**src/rtl/ide_filt_pkg.sv**
```systemverilog
package ide_filt_pkg;

  typedef enum logic [1:0] {
    SZ_BYTE = 2'd0,
    SZ_HALF = 2'd1,
    SZ_WORD = 2'd2,
    SZ_RSVD = 2'd3
  } acc_size_e;

  typedef enum logic {
    WIN_DATA = 1'b0,
    WIN_CTRL = 1'b1
  } win_e;

  localparam int unsigned BUS_W = 32;

  // Lane mask covering the bytes of one access; a reserved size spans the whole bus.
  function automatic logic [BUS_W-1:0] lane_mask(input logic [1:0] sz);
    case (acc_size_e'(sz))
      SZ_BYTE: lane_mask = 32'h0000_00FF;
      SZ_HALF: lane_mask = 32'h0000_FFFF;
      default: lane_mask = 32'hFFFF_FFFF;
    endcase
  endfunction

endpackage

```
**src/rtl/ide_filt_decode.sv**
```systemverilog
module ide_filt_decode
  import ide_filt_pkg::*;
#(
  parameter int unsigned OFF_W        = 3,
  parameter int unsigned CTRL_OFF     = 2,
  parameter int unsigned CTRL_TF_ADDR = 4
) (
  input  logic             win,
  input  logic [OFF_W-1:0] off,
  input  logic [1:0]       size,
  output logic             legal,
  output logic [OFF_W-1:0] xaddr
);

  localparam logic [OFF_W-1:0] CTRL_OFF_V  = OFF_W'(CTRL_OFF);
  localparam logic [OFF_W-1:0] CTRL_ADDR_V = OFF_W'(CTRL_TF_ADDR);

  // Legality depends on window, offset and size together.
  function automatic logic is_legal(input logic w, input logic [OFF_W-1:0] o,
                                    input logic [1:0] s);
    if (acc_size_e'(s) == SZ_RSVD)
      is_legal = 1'b0;
    else if (win_e'(w) == WIN_CTRL)
      is_legal = (o == CTRL_OFF_V) && (acc_size_e'(s) == SZ_BYTE);
    else
      is_legal = (acc_size_e'(s) == SZ_BYTE) || (o == '0);
  endfunction

  always_comb begin
    legal = is_legal(win, off, size);
    xaddr = (win_e'(win) == WIN_CTRL) ? CTRL_ADDR_V : off;
  end

endmodule

```
**src/rtl/ide_filt_rdfill.sv**
```systemverilog
module ide_filt_rdfill
  import ide_filt_pkg::*;
(
  input  logic             legal,
  input  logic [1:0]       size,
  input  logic [BUS_W-1:0] tf_rdata,
  output logic [BUS_W-1:0] rd_value
);

  logic [BUS_W-1:0] mask;

  always_comb begin
    mask     = lane_mask(size);
    rd_value = legal ? (tf_rdata & mask) : mask;
  end

endmodule

```
**src/rtl/ide_filt_resp.sv**
```systemverilog
module ide_filt_resp
  import ide_filt_pkg::*;
(
  input  logic             clk,
  input  logic             rst_n,
  input  logic             req_valid,
  input  logic             req_write,
  input  logic             legal,
  input  logic [BUS_W-1:0] rd_value,
  output logic             rsp_valid,
  output logic             rsp_reject,
  output logic [BUS_W-1:0] rsp_rdata
);

  always_ff @(posedge clk or negedge rst_n) begin
    if (!rst_n) begin
      rsp_valid  <= 1'b0;
      rsp_reject <= 1'b0;
      rsp_rdata  <= '0;
    end else begin
      rsp_valid  <= req_valid;
      rsp_reject <= req_valid && !legal;
      if (req_valid && !req_write)
        rsp_rdata <= rd_value;
    end
  end

endmodule

```
**src/rtl/ide_port_filter.sv**
```systemverilog
module ide_port_filter
  import ide_filt_pkg::*;
#(
  parameter int unsigned CH_W         = 1,
  parameter int unsigned OFF_W        = 3,
  parameter int unsigned CTRL_OFF     = 2,
  parameter int unsigned CTRL_TF_ADDR = 4
) (
  input  logic             clk,
  input  logic             rst_n,
  input  logic             req_valid,
  input  logic             req_write,
  input  logic             req_win,
  input  logic [CH_W-1:0]  req_chan,
  input  logic [OFF_W-1:0] req_off,
  input  logic [1:0]       req_size,
  input  logic [31:0]      req_wdata,
  output logic             tf_valid,
  output logic             tf_write,
  output logic             tf_ctrl,
  output logic [CH_W-1:0]  tf_chan,
  output logic [OFF_W-1:0] tf_addr,
  output logic [1:0]       tf_size,
  output logic [31:0]      tf_wdata,
  input  logic [31:0]      tf_rdata,
  output logic             rsp_valid,
  output logic             rsp_reject,
  output logic [31:0]      rsp_rdata
);

  logic             legal_w;
  logic [OFF_W-1:0] xaddr_w;
  logic [31:0]      rd_value_w;

  ide_filt_decode #(
    .OFF_W       (OFF_W),
    .CTRL_OFF    (CTRL_OFF),
    .CTRL_TF_ADDR(CTRL_TF_ADDR)
  ) u_decode (
    .win  (req_win),
    .off  (req_off),
    .size (req_size),
    .legal(legal_w),
    .xaddr(xaddr_w)
  );

  ide_filt_rdfill u_rdfill (
    .legal   (legal_w),
    .size    (req_size),
    .tf_rdata(tf_rdata),
    .rd_value(rd_value_w)
  );

  ide_filt_resp u_resp (
    .clk       (clk),
    .rst_n     (rst_n),
    .req_valid (req_valid),
    .req_write (req_write),
    .legal     (legal_w),
    .rd_value  (rd_value_w),
    .rsp_valid (rsp_valid),
    .rsp_reject(rsp_reject),
    .rsp_rdata (rsp_rdata)
  );

  always_comb begin
    tf_valid = req_valid && legal_w;
    tf_write = req_write;
    tf_ctrl  = req_win;
    tf_chan  = req_chan;
    tf_addr  = xaddr_w;
    tf_size  = req_size;
    tf_wdata = req_wdata;
  end

endmodule

```
**config.mk**
```make
export PLATFORM = sky130hd
export DESIGN_NAME = ide_port_filter
export DESIGN_NICKNAME = d
export VERILOG_FILES = /design/src/rtl/ide_filt_pkg.sv /design/src/rtl/ide_filt_decode.sv /design/src/rtl/ide_filt_rdfill.sv /design/src/rtl/ide_filt_resp.sv /design/src/rtl/ide_port_filter.sv
export SDC_FILE = /design/constraint.sdc
export NUM_CORES = 1
export LEC_CHECK = 0
export BUFFER_PORTS_ARGS = -buffer_cell sky130_fd_sc_hd__buf_2
export CORE_ASPECT_RATIO = 1.5
export CORE_MARGIN = 4
export CORE_UTILIZATION = 38
export CTS_BUF_LIST = sky130_fd_sc_hd__clkbuf_8 sky130_fd_sc_hd__clkbuf_16
export CTS_CLUSTER_DIAMETER = 80
export DETAILED_ROUTE_END_ITERATION = 10
export GPL_TIMING_DRIVEN = 0
export PLACE_DENSITY = 0.8
export SETUP_SLACK_MARGIN = 0.05
export SLEW_MARGIN = 20
export SYNTH_ARGS = -nofsm -noshare
export SYNTH_HDL_FRONTEND = slang
export SYNTH_SLANG_ARGS = --single-unit
export TNS_END_PERCENT = 30
```
**constraint.sdc**
```tcl
create_clock -name clk -period 1.2 [get_ports clk]
set_input_delay 0.3 -clock clk [delete_from_list [all_inputs] [get_ports clk]]
set_output_delay 0.3 -clock clk [all_outputs]
set_load 0.05 [all_outputs]
```
==> out/qor.txt <==
Warnings from Yosys -> 0
Tmin final -> 1.37 ns
Core area -> 0.00454 mm²
Pre-Repair DR Iteration Count -> 5
Hold Violations, Final -> 0
Pre-CTS WS -> -0.445 ns
DIE WIDTH -> 64.0 µm
Post-synth cell types -> 23
H-tree lvl count -> 2
Max VDD drop -> 823 µV
Clock share of power -> 22.4%
DRT antenna net count -> 0
Sequential share of power -> 34.7%
Synthesized flop and latch total -> 34
Worst path required time -> 0.90 ns
Row count -> 30
Clock Path Buffers -> 2
DR WL/cell -> 14.0 µm
Comb pwr share -> 43.0%
Final WS setup -> -0.169 ns
Routed Wire Length -> 5.52 mm
I/O Buffers -> 116
Post-route cell area -> 0.00316 mm²
Final Cycle Share -> 114%
RSZ-0062 raised after global routing -> yes
Syn Inst Count -> 200
Placed inst area -> 0.00249 mm²
Final core occ -> 69.6%
Initial Utilization -> 39.3%
Crit end category -> output port
Failing checks -> negative setup slack
Worst-path fanout max -> 5
Die Footprint -> 0.00588 mm²
HPWL Detailed -> 3.87 mm
Die Y -> 91.9 µm
Mapped Area -> 0.00178 mm²
Placer congestion estimate -> 0.752
GR Util All Layers -> 19.0%
WP data arrival -> 1.07 ns
Clock slew at reported path FFs -> 0.07 ns
Initial antenna violation count -> 0
HP Class -> primary input to async pin
DR DRC count -> 0
Slew @ Worst Pin -> 0.778 ns
Net Sw Frac -> 41.0%
Int Pwr -> 0.00236 W
Slew Limit Headroom -> 48.1%
# setup viols final -> 1
CTS tree -> built
Clock skew -> 0 ns
Outcome -> complete, but fails checks
Initial drt markers -> 57
CP startpoint kind -> primary input
First-pass GRT wire length -> 8.87 mm
Root Driver -> clkbuf_8
Nets -> 405
Cts hold-fix bufs -> 0
Sequential area share after synthesis -> 47.7%
Overflow after GRT -> 0
MaxCap Viol Count -> 0
Inserted Clock Buffers -> 5
Static leakage -> 1.56 nW
Layout cells sized above 1 -> 63.1%
ANT cells -> 0
Mapped Avg Cell Area -> 8.92 µm²
Fillers -> 348
Total chip power -> 0.00399 W
PD cells -> 1260 mW/mm²
Layout area overhead -> 77.2%
I/O Pins -> 150
Critical path class -> primary input to output port
Number of clock sinks -> 34
Via total after detailed routing -> 1,877
Worst-Skew Late Latency -> 0.29 ns
Final Slew Violations -> 0
Vias/cell -> 4.75
NetSw -> 0.00163 W
Largest net degree at the start of global routing -> 35
Achievable Freq -> 730 MHz
Synth Net Count -> 275
Vias in the first global route -> 1,978
-- synth_stat cells --
| cell | count | area (µm²) |
|---|---|---|
| nand2_1 | 19 | 71.3 |
| nor2_1 | 34 | 128 |
| o22ai_1 | 8 | 50.1 |
| nor3b_2 | 1 | 12.5 |
| a211oi_2 | 1 | 12.5 |
| nor3b_1 | 1 | 7.51 |
| mux2_2 | 1 | 11.3 |
| o21ai_1 | 10 | 50.1 |
| a211oi_1 | 8 | 60.1 |
| nor3_1 | 17 | 85.1 |
| clkbuf_2 | 2 | 10.0 |
| dfrtp_1 | 34 | 851 |
| buf_2 | 4 | 20.0 |
| or2_2 | 1 | 6.26 |
| clkbuf_1 | 4 | 15.0 |
| nand2b_1 | 2 | 12.5 |
| buf_4 | 39 | 293 |
| o21ai_0 | 7 | 35.0 |
| nor2b_1 | 3 | 18.8 |
| nor3_2 | 1 | 10.0 |
| buf_6 | 1 | 11.3 |
| or3_1 | 1 | 6.26 |
| o21a_1 | 1 | 7.51 |
-- per-stage QoR --
| step | hold WS [ns] | cells | setup TNS (ns) |
|---|---|---|---|
| after detailed placement | 0.418 | 380 | -8.52 |
| after global routing | 0.138 | 395 | -0.188 |
| final | 0.0895 | 395 | -0.169 |
| after floorplan | 0.00441 | 200 | -0.569 |
| after global placement | 0.410 | 380 | -8.03 |
| after CTS | 0.109 | 396 | -0.159 |
-- layer usage --
layer | track usage (%) | routed length, µm | share of wire, %
met5 | 0 | 0 | 0
met3 | 6.62 | 551 | 10
met2 | 36.3 | 3080 | 56
met1 | 18.9 | 1840 | 33
met4 | 5.23 | 43 | 0.78
-- final cells by class --
cell class,instances,area (µm²),share of cell area (%)
well taps,64,80.1,2.53
repair buffers,126,978,30.9
flip-flops and latches,34,851,26.9
clock inverters,2,12.5,0.396
multi-input cells,116,790,25.0
plain buffers,47,368,11.6
clock buffers,6,82.6,2.61
-- critical path, cell delays in order --
cell and delay [ns]:
buf_12 0.11, a211oi_4 0.26, nor2_2 0.08, o21ai_4 0.14, buf_8 0.16
-- flip-flops by register name, summed over array words and instances, names as in the netlist --
signal	flops
u_resp.rsp_valid	1
u_resp.rsp_rdata	32
u_resp.rsp_reject	1
-- power groups by stage --
stage                     Sequential, W  Clock (W)  Combinational (W)
after CTS                       0.00138   0.000903            0.00167
after floorplan                 0.00185          0           0.000570
after global placement          0.00136          0            0.00141
final                           0.00138   0.000893            0.00171
after global routing            0.00141   0.000959            0.00180
after detailed placement        0.00137          0            0.00142
-- layout by cell type (no fill, tap or decap), types with 4 or more instances in the layout --
cell type | Yosys | final
buf_2 | 4 | 77
nand2_1 | 19 | 18
o21ai_0 | 7 | 6
o21ai_1 | 10 | 8
buf_4 | 39 | 45
o22ai_1 | 8 | 6
nor2_1 | 34 | 33
dfrtp_1 | 34 | 34
buf_6 | 1 | 39
nor3_1 | 17 | 5
clkbuf_8 | 0 | 6
nor3_4 | 0 | 11
buf_12 | 0 | 4
a211oi_1 | 8 | 7
-- repair_timing --
item                                    4_1_cts  5_1_grt
gates cloned                                  1        1
buffers inserted                              9        1
endpoints found under the setup margin       46       58
pin swaps                                     9        8
resized for setup                           108       30
-- path summary, 6_finish.rpt --
path                            depth (start not counted)                  from                   end  slack [ns]
worst max-delay path                                    5           req_size[1]              tf_valid       -0.17
worst min-delay path                                    1                 rst_n  u_resp.rsp_rdata[10]        0.09
worst max register to register                          3   u_resp.rsp_rdata[5]   u_resp.rsp_rdata[5]        0.35
worst min register to register                          2  u_resp.rsp_rdata[29]  u_resp.rsp_rdata[29]        0.52
max in group asynchronous                               1                 rst_n  u_resp.rsp_rdata[20]        0.62
min in group clk                                        1             req_valid      u_resp.rsp_valid        0.18
-- kinds of logic (layout without fill, tap and decap cells) --
logic type             Yosys count  after routing  synth area share (%)
AND/OR/NAND/NOR                 80             80                  20.1
buffers and inverters           50            181                  19.6
AO/OA/AOI/OAI                   35             35                  12.1
flip-flops                      34             34                  47.7
multiplexers                     1              1                 0.631
No activity file was read; power rests on OpenSTA's default activity.
